### src/rtl/txSeqPkg.sv
`timescale 1ns/1ps
package txSeqPkg;
  // Control word bit positions (decoded by this block and by software)
  localparam int CTL_OVR  = 26;
  localparam int CTL_HUGE = 27;
  localparam int CTL_PAD  = 28;
  localparam int CTL_CRC  = 29;
  localparam int CTL_LAST = 30;
  localparam int CTL_INT  = 31;

  typedef struct packed {
    logic capPtr;    // latch buffer pointer from read data
    logic capCtl;    // latch control word from read data
    logic ctlPhase;  // read address selects the control word
    logic evalFrag;  // evaluate the fragment against the frame state
    logic advance;   // step the consume index
  } seqStrobes_t;

  typedef struct packed {
    logic huge;
    logic pad;
    logic crc;
  } frameOpts_t;
endpackage

### src/rtl/txSeqCtrl.sv
`timescale 1ns/1ps
module txSeqCtrl
  import txSeqPkg::*;
(
  input  logic        clk,
  input  logic        rstN,
  input  logic        pending,
  input  logic        dropNow,
  input  logic        irqWanted,
  input  logic        memRdAck,
  input  logic        fetchReady,
  input  logic        fragSent,
  input  logic        statWrAck,
  output seqStrobes_t stb,
  output logic        memRdReq,
  output logic        fetchValid,
  output logic        statWrEn,
  output logic        txDoneIrq
);
  typedef enum logic [2:0] {
    S_IDLE, S_RDPTR, S_RDCTL, S_DECIDE, S_FETCH, S_WAITSENT, S_STAT, S_DONE
  } seqState_t;

  seqState_t state, stateNext;

  always_ff @(posedge clk) begin
    if (!rstN) state <= S_IDLE;
    else       state <= stateNext;
  end

  always_comb begin
    stateNext = state;
    unique case (state)
      S_IDLE:     if (pending)    stateNext = S_RDPTR;
      S_RDPTR:    if (memRdAck)   stateNext = S_RDCTL;
      S_RDCTL:    if (memRdAck)   stateNext = S_DECIDE;
      S_DECIDE:   stateNext = dropNow ? S_STAT : S_FETCH;
      S_FETCH:    if (fetchReady) stateNext = S_WAITSENT;
      S_WAITSENT: if (fragSent)   stateNext = S_STAT;
      S_STAT:     if (statWrAck)  stateNext = S_DONE;
      S_DONE:     stateNext = S_IDLE;
      default:    stateNext = S_IDLE;
    endcase
  end

  always_comb begin
    stb.capPtr   = (state == S_RDPTR) && memRdAck;
    stb.capCtl   = (state == S_RDCTL) && memRdAck;
    stb.ctlPhase = (state == S_RDCTL);
    stb.evalFrag = (state == S_DECIDE);
    stb.advance  = (state == S_DONE);
  end

  assign memRdReq   = (state == S_RDPTR) || (state == S_RDCTL);
  assign fetchValid = (state == S_FETCH);
  assign statWrEn   = (state == S_STAT);
  assign txDoneIrq  = (state == S_DONE) && irqWanted;
endmodule

### src/rtl/txSeqDatapath.sv
`timescale 1ns/1ps
module txSeqDatapath
  import txSeqPkg::*;
#(
  parameter int IDXW = 4,
  parameter int LENW = 11
) (
  input  logic            clk,
  input  logic            rstN,
  input  seqStrobes_t     stb,
  input  logic [31:0]     descBase,
  input  logic [31:0]     statBase,
  input  logic [IDXW-1:0] ringCount,
  input  logic [IDXW-1:0] produceIdx,
  input  logic [15:0]     maxFrameLen,
  input  logic            defPad,
  input  logic            defCrc,
  input  logic            defHuge,
  input  logic [31:0]     memRdData,
  output logic [IDXW-1:0] consumeIdx,
  output logic [31:0]     memRdAddr,
  output logic [31:0]     statWrAddr,
  output logic [31:0]     statWrData,
  output logic [31:0]     fetchAddr,
  output logic [LENW:0]   fetchBytes,
  output logic            fetchLast,
  output logic            framePad,
  output logic            frameCrc,
  output logic            pending,
  output logic            dropNow,
  output logic            irqWanted
);
  localparam int TOTW = 17;            // room for limit plus one fragment
  localparam int HIW  = 32 - CTL_OVR;  // control bits 31:26
  localparam int GAPW = 30 - LENW;     // zero gap inside the status word

  logic [IDXW-1:0] lastIdx;
  logic [31:0]     bufPtr;
  logic [LENW-1:0] fragLen;
  logic [HIW-1:0]  ctlHi;
  logic            inFrame, discard, errFlag;
  logic [TOTW-1:0] frameBytes, newTotal;
  frameOpts_t      optsLatched, optsNew, optsUse;
  logic            unusedCtlBits;

  assign unusedCtlBits = ^memRdData[CTL_OVR-1:LENW];
  assign lastIdx = ringCount - 1'b1;

  always_ff @(posedge clk) begin
    if (!rstN) begin
      consumeIdx <= '0;
    end else if (stb.advance) begin
      consumeIdx <= (consumeIdx == lastIdx) ? '0 : consumeIdx + 1'b1;
    end
  end

  always_ff @(posedge clk) begin
    if (!rstN) begin
      bufPtr  <= '0;
      fragLen <= '0;
      ctlHi   <= '0;
    end else begin
      if (stb.capPtr) bufPtr <= memRdData;
      if (stb.capCtl) begin
        fragLen <= memRdData[LENW-1:0];
        ctlHi   <= memRdData[31:CTL_OVR];
      end
    end
  end

  // Options the first fragment would select
  always_comb begin
    if (ctlHi[CTL_OVR-CTL_OVR]) begin
      optsNew.huge = ctlHi[CTL_HUGE-CTL_OVR];
      optsNew.pad  = ctlHi[CTL_PAD-CTL_OVR];
      optsNew.crc  = ctlHi[CTL_CRC-CTL_OVR];
    end else begin
      optsNew.huge = defHuge;
      optsNew.pad  = defPad;
      optsNew.crc  = defCrc;
    end
    optsUse  = inFrame ? optsLatched : optsNew;
    newTotal = frameBytes + TOTW'(fragLen) + TOTW'(1);
    dropNow  = discard || (!optsUse.huge && (newTotal > TOTW'(maxFrameLen)));
  end

  always_ff @(posedge clk) begin
    if (!rstN) begin
      inFrame     <= 1'b0;
      discard     <= 1'b0;
      frameBytes  <= '0;
      errFlag     <= 1'b0;
      optsLatched <= '0;
    end else if (stb.evalFrag) begin
      if (!inFrame) optsLatched <= optsNew;
      errFlag <= dropNow;
      if (ctlHi[CTL_LAST-CTL_OVR]) begin
        inFrame    <= 1'b0;
        discard    <= 1'b0;
        frameBytes <= '0;
      end else begin
        inFrame    <= 1'b1;
        discard    <= dropNow;
        frameBytes <= newTotal;
      end
    end
  end

  assign pending    = (produceIdx != consumeIdx);
  assign irqWanted  = ctlHi[CTL_INT-CTL_OVR];
  assign memRdAddr  = descBase + (32'(consumeIdx) << 3) + (stb.ctlPhase ? 32'd4 : 32'd0);
  assign statWrAddr = statBase + (32'(consumeIdx) << 2);
  assign statWrData = {errFlag, ctlHi[CTL_LAST-CTL_OVR], {GAPW{1'b0}}, fragLen};
  assign fetchAddr  = bufPtr;
  assign fetchBytes = {1'b0, fragLen} + 1'b1;
  assign fetchLast  = ctlHi[CTL_LAST-CTL_OVR];
  assign framePad   = optsLatched.pad;
  assign frameCrc   = optsLatched.crc;
endmodule

### src/rtl/txDescSeq.sv
`timescale 1ns/1ps
module txDescSeq
  import txSeqPkg::*;
#(
  parameter int IDXW = 4,
  parameter int LENW = 11
) (
  input  logic            clk,
  input  logic            rstN,
  input  logic [31:0]     descBase,
  input  logic [31:0]     statBase,
  input  logic [IDXW-1:0] ringCount,
  input  logic [IDXW-1:0] produceIdx,
  output logic [IDXW-1:0] consumeIdx,
  input  logic [15:0]     maxFrameLen,
  input  logic            defPad,
  input  logic            defCrc,
  input  logic            defHuge,
  output logic            memRdReq,
  output logic [31:0]     memRdAddr,
  input  logic            memRdAck,
  input  logic [31:0]     memRdData,
  output logic            fetchValid,
  input  logic            fetchReady,
  output logic [31:0]     fetchAddr,
  output logic [LENW:0]   fetchBytes,
  output logic            fetchLast,
  output logic            framePad,
  output logic            frameCrc,
  input  logic            fragSent,
  output logic            statWrEn,
  output logic [31:0]     statWrAddr,
  output logic [31:0]     statWrData,
  input  logic            statWrAck,
  output logic            txDoneIrq
);
  seqStrobes_t stb;
  logic pending, dropNow, irqWanted;

  txSeqCtrl u_ctrl (
    .clk, .rstN, .pending, .dropNow, .irqWanted, .memRdAck, .fetchReady,
    .fragSent, .statWrAck, .stb, .memRdReq, .fetchValid, .statWrEn, .txDoneIrq
  );

  txSeqDatapath #(.IDXW(IDXW), .LENW(LENW)) u_dp (
    .clk, .rstN, .stb, .descBase, .statBase, .ringCount, .produceIdx,
    .maxFrameLen, .defPad, .defCrc, .defHuge, .memRdData, .consumeIdx,
    .memRdAddr, .statWrAddr, .statWrData, .fetchAddr, .fetchBytes, .fetchLast,
    .framePad, .frameCrc, .pending, .dropNow, .irqWanted
  );
endmodule

### config.mk
export PLATFORM = sky130hd
export DESIGN_NAME = txDescSeq
export DESIGN_NICKNAME = d
export VERILOG_FILES = /design/src/rtl/txSeqPkg.sv /design/src/rtl/txSeqCtrl.sv /design/src/rtl/txSeqDatapath.sv /design/src/rtl/txDescSeq.sv
export SDC_FILE = /design/constraint.sdc
export NUM_CORES = 1
export LEC_CHECK = 0
export ABC_CLOCK_PERIOD_IN_PS = 9000
export BUFFER_PORTS_ARGS = -buffer_cell sky130_fd_sc_hd__clkbuf_2
export CORE_UTILIZATION = 52
export DETAILED_ROUTE_END_ITERATION = 8
export GPL_ROUTABILITY_DRIVEN = 0
export PLACE_DENSITY = 0.85
export SLEW_MARGIN = 25
export SYNTH_ARGS = -nofsm -noshare
export SYNTH_HDL_FRONTEND = slang
export SYNTH_HIERARCHICAL = 1
export SYNTH_SLANG_ARGS = --single-unit
### constraint.sdc
create_clock -name clk -period 9 [get_ports clk]
set_input_delay 0.9 -clock clk [delete_from_list [all_inputs] [get_ports clk]]
set_output_delay 0.9 -clock clk [all_outputs]
set_load 0.01 [all_outputs]
=== Word level (Yosys, flattened, before mapping) ===
Cells that the tools add are included.

* Eq/ne operators: 15
* Reduce and logical (&&, ||, !) cells: 10
* Bitwise logic cells: 1
* Add/subtract/negate cells: 8
* Mux-type cells: 15
* Magnitude comparators: 1

{| class="wikitable"
|+ Operator list
! kind !! count
|-
| 32-bit adder || 1
|-
| 32-bit by 6-bit adder with 32-bit output || 1
|-
| 32-bit by 7-bit adder with 32-bit output || 1
|-
| 3-bit 2-to-1 mux || 9
|-
| 3-bit case mux with 8 select lines || 1
|-
| 17-bit by 1-bit adder with 17-bit output (second input constant) || 1
|-
| 17-bit by 11-bit adder with 17-bit output || 1
|-
| 17-bit by 16-bit > comparator with 1-bit output || 1
|-
| 17-bit 2-to-1 mux || 1
|-
| 11-bit by 1-bit adder with 12-bit output (second input constant) || 1
|-
| 3-bit equality test (second input constant) || 4
|-
| 2-bit != test (second input constant) || 4
|-
| 3-bit by 2-bit equality test with 1-bit output (second input constant) || 2
|-
| 6-bit AND reduction || 1
|-
| 4-bit by 1-bit adder with 4-bit output (second input constant) || 1
|-
| 4-bit equality test || 1
|-
| 1-bit logical AND || 4
|-
| 4-bit 2-to-1 mux || 1
|-
| 2-bit by 1-bit != test with 1-bit output (second input constant) || 2
|-
| 4-bit != test || 1
|-
| 4-bit by 1-bit subtractor with 4-bit output (second input constant) || 1
|-
| 3-bit by 1-bit equality test with 1-bit output (second input constant) || 1
|-
| 3-bit zero test || 1
|-
| 1-bit logical OR || 2
|-
| 5 further kinds || 6
|}

* Register bits after elaboration: 79

=== Longest topological paths before layout ===
* Depth in word-level cells: 7
* Mapped depth: 19
* Gate-level depth less buffers: 19

=== Modules after synthesis ===
The synthesis kept the hierarchy.

{| class="wikitable"
|+ Modules (own cells, without submodules)
! module !! area an instance (µm²) !! cells an instance !! times used
|-
| txSeqDatapath || 5868.1 || 678 || 1
|-
| txSeqCtrl || 270.3 || 28 || 1
|}

=== Least setup slack after synthesis ===
No wires, ideal clock.

* Path kind: flip-flop to flip-flop
* From: register u_dp.fragLen[0]
* To: register u_ctrl.state[1]
* Data required time: 8885 ps
* Library setup time: 115 ps
* Cell stages (with the launch flop): 19
* Arrival: 3721 ps
* Path buffers: 0
* Path slack: 5164 ps
* Period minus slack after synthesis: 3836 ps
* Path through: dfxtp_1 -> inv_1 -> ha_1 -> inv_1 -> fa_1 -> a211oi_1 -> o21a_2 -> a21oi_1 -> or3_1 -> and2_1 -> ha_1 -> nand4_1 -> nor4_1 -> a21oi_1 -> a2111oi_4 -> inv_1 -> nand2b_1 -> a21boi_0 -> o21a_1

* Word-level cells in the longest chain between the ends: 7

{| class="wikitable"
|+ Ends and longest elaborated chain
! item !! line !! text
|-
| start, declared || txSeqDatapath.sv:39 || <nowiki>logic [LENW-1:0] fragLen;</nowiki>
|-
| start signal, assigned || txSeqDatapath.sv:65 || <nowiki>fragLen <= memRdData[LENW-1:0];</nowiki>
|-
| 17-bit by 11-bit adder with 17-bit output || txSeqDatapath.sv:83 || <nowiki>newTotal = frameBytes + TOTW'(fragLen) + TOTW'(1);</nowiki>
|-
| 17-bit by 1-bit adder with 17-bit output || txSeqDatapath.sv:83 ||
|-
| 17-bit by 16-bit > comparator with 1-bit output || txSeqDatapath.sv:84 || <nowiki>dropNow = discard || (!optsUse.huge && (newTotal > TOTW'(maxFrameLen)));</nowiki>
|-
| 1-bit logical AND || txSeqDatapath.sv:84 ||
|-
| 1-bit logical OR || txSeqDatapath.sv:84 ||
|-
| via dropNow || txDescSeq.sv:38 || <nowiki>logic pending, dropNow, irqWanted;</nowiki>
|-
| 2-bit 2-to-1 mux || txSeqCtrl.sv:37 || <nowiki>S_DECIDE: stateNext = dropNow ? S_STAT : S_FETCH;</nowiki>
|-
| 3-bit case mux with 8 select lines || txSeqCtrl.sv:33 || <nowiki>unique case (state)</nowiki>
|-
| end signal, assigned || txSeqCtrl.sv:28 || <nowiki>else state <= stateNext;</nowiki>
|-
| end, declared || txSeqCtrl.sv:24 || <nowiki>seqState_t state, stateNext;</nowiki>
|}

The timed path passes the listed nets, and every way through them passes these cells.
A chain may end at the register's enable or synchronous reset.

=== Worst setup path after layout ===
Ends and elaborated chain as after synthesis.

==> results.cfg <==
[status]
status = completed

[route]
wl_per_cell_microns = 14.23
ant_nets = 0
drc = 0
vias_per_cell = 5.206
dr_total_vias = 5664
drt_first_pass_iters = 4
wl_microns = 15480
drtIter0Drc = 236

[timing]
slew_violations = 0
slew_headroom_pct = 27.43
fin_crit_sh_pct = 45.71
setup_viol = 0
rsz0062_at_grt = no
finalSetupTns_ns = 0
worstMarginPinSlew_ns = 1.089
hold_viol = 0
fmax_ghz = 0.2431
min_period_ns = 4.114
skew_ns = 0.008533

[synth]
synth_area_sq_um = 6138
synth_cell_types = 65
synth_top_area_cell = dfxtp_1
synth_top_area_share_pct = 25.76
synthTopCellsByArea = dfxtp_1 26%, xnor2_1 9.7%, mux2i_1 9.0%, ha_1 7.9%, nor2b_1 7.5%
syn_inst = 706
synth_flop_cell = dfxtp_1
synth_area_per_cell_sq_um = 8.695
synth_seq_area_share_pct = 25.76
synth-seq-cells = 79
async_flop_share_pct = 0
yosys_warnings = 6
synth_edf_count = 0

[power_and_ir_drop]
total_power_uw = 934.8
p_leak_nw = 3.689
p_per_area_nw_per_um2 = 122.8
vdd_drop_max_v = 0.0001179

[global_routing]
grt.met3_usage_pct = 5.139
grt_use_met2_pct = 41.24
overflow = 0
top_usage_layer = met2
antenna_found_initial = 0
track_usage_pct = 24.51
grt_max_degree = 83
grt_pass1_wl_microns = 24780
grtUsageMet1_pct = 31.34
grt_pass1_vias = 5320

[layout]
multi_input_area_sq_um = 4129
layout-area-overhead-vs-synth_pct = 24.03
drive_gt1_share_pct = 30.58
num_antenna_cells = 0
seqCellArea_sq_um = 1582
final_core_util_pct = 66.39
fin_nets = 1111
mostFrequentLayoutCells = 252 x clkbuf_2, 79 x dfxtp_1, 73 x nor2b_1, 68 x xnor2_1, 55 x mux2i_1
final_common_cell = clkbuf_2
nFillCells = 942

[setup_path]
cp_top_family = compound AO/OA/AOI/OAI gates
cp-end-kind = flip-flop
path_cells = inv_1, ha_1, inv_1, fa_1, a211oi_1, o21a_2, a21oi_1, or3_1, and2_1, ha_1, nand4_1, nor4_1, a21oi_1, a2111oi_4, inv_1, nand2b_1, a21boi_0, o21a_1
required_ns = 9.23
start_kind = flip-flop
worstPathArrival_ns = 4.35
path_buf_inv = 3
cp_max_fo = 6
cp_slowest_cell = a2111oi_4
cp_common_cell = inv_1
critPathMaxStageDelay_ns = 0.44
crit_type = reg2reg

[die]
die_y_microns = 110.7
initial_core_util_pct = 53.53
dieArea_sq_um = 12240
io-pin-count = 280
rows = 39
dieWidth_microns = 110.7
coreArea_sq_um = 11470

[place]
dp.final_hpwl_microns = 12290
io_buffers = 252

[job]
drv_cap = 0

[cts]
h-tree-depth = 3
insertion_delay_ns = 0.33
tritoncts = done
cts_sinks = 79
post-cts-setup-buffers = 0
post_cts_resized = 0
postCtsHoldBufs = 0
cts-buffers-inserted = 9
ctsRootBufferMaster = clkbuf_16
path_clk_slew_ns = 0.07
clk_path_buf_depth = 2

[min_path]
hold_class = reg2reg
[path summary, 6_finish.rpt]
path | from | end | slack (ns) | cells after the start
max | u_dp/fragLen[0]$_SDFFE_PN0P_ | u_ctrl/state[1]$_SDFFE_PN0P_ | 4.89 | 18
min | u_dp/framePad$_SDFFE_PN0P_ | u_dp/framePad$_SDFFE_PN0P_ | 0.50 | 1
max reg2reg | u_dp/fragLen[0]$_SDFFE_PN0P_ | u_ctrl/state[1]$_SDFFE_PN0P_ | 4.89 | 18
min reg2reg | u_dp/framePad$_SDFFE_PN0P_ | u_dp/framePad$_SDFFE_PN0P_ | 0.50 | 1
[synthesized netlist by cell type (all sizes together) (5+ instances only)]
library cell   n
nor3b          5
xor2          21
nand3b         5
and3          19
o211ai         6
mux2i         55
nand3         37
xnor2         68
and4           5
o21ai         16
buf           36
nor3           6
nand4          7
nor2b         74
inv           42
ha            39
a21o           8
a21boi         6
o31a           5
dfxtp         79
and2          11
o21a           7
clkbuf        13
nor2          28
a21oi         25
nand2b         6
o211a          5
nand2         38
[metrics by stage]
stage | worst slack (ns) | cells | cell area, sq um | hold slack, ns
2_1_floorplan | 5.164 | 724 | 6206 | 0.4573
3_3_place_gp | 5.043 | 1072 | 7317 | 0.4741
3_5_place_dp | 4.850 | 1072 | 7317 | 0.4879
4_1_cts | 4.856 | 1088 | 7607 | 0.5033
5_1_grt | 4.501 | 1088 | 7614 | 0.5169
6_report | 4.886 | 1088 | 7614 | 0.4984
[per-layer routing]
| layer | vias up | share of wire [%] |
|---|---|---|
| met3 | 24 | 5.6 |
| met2 | 195 | 48 |
| li1 | 2841 | - |
| met4 | 0 | 1.7 |
| met5 | - | 0 |
| met1 | 2604 | 45 |
[cells by family (layout without fill, tap and decap cells)]
family	count (synthesis)	in the layout	synth area share, %
AO/OA/AOI/OAI	91	91	11.01
XOR/XNOR	89	89	12.70
adder cells (fa/ha/maj)	42	42	8.928
buffers and inverters	91	312	8.173
flip-flops	79	79	25.76
multiplexers	57	57	9.519
other	1	19	0.06109
AND/OR/NAND/NOR	256	256	23.85
[state kept, by name (all words and copies together), names as in the netlist]
signal / cells
u_dp/discard: 1
u_dp/fetchAddr: 32
u_dp/errFlag: 1
u_dp/consumeIdx: 4
u_dp/framePad: 1
u_dp/inFrame: 1
u_dp/ctlHi: 6
u_dp/frameBytes: 17
u_dp/frameCrc: 1
u_ctrl/state: 3
u_dp/optsLatched: 1
u_dp/fragLen: 11
[layout make-up]
cell class / count / area share (%)
sequential: 79 / 20.77
multi-input combinational: 554 / 54.23
clock buffer: 9 / 2.958
tap: 143 / 2.350
timing repair buffer: 254 / 16.76
inverter: 42 / 2.071
clock inverter: 7 / 0.8546
[power by group]
part / switching (mW) / leakage (nW) / internal, mW
clock network: 0.160 / 0.146 / 0.194
logic: 0.104 / 2.90 / 0.0937
registers: 0.0165 / 0.640 / 0.366
Note: power is estimated with default switching activity, not from simulation.
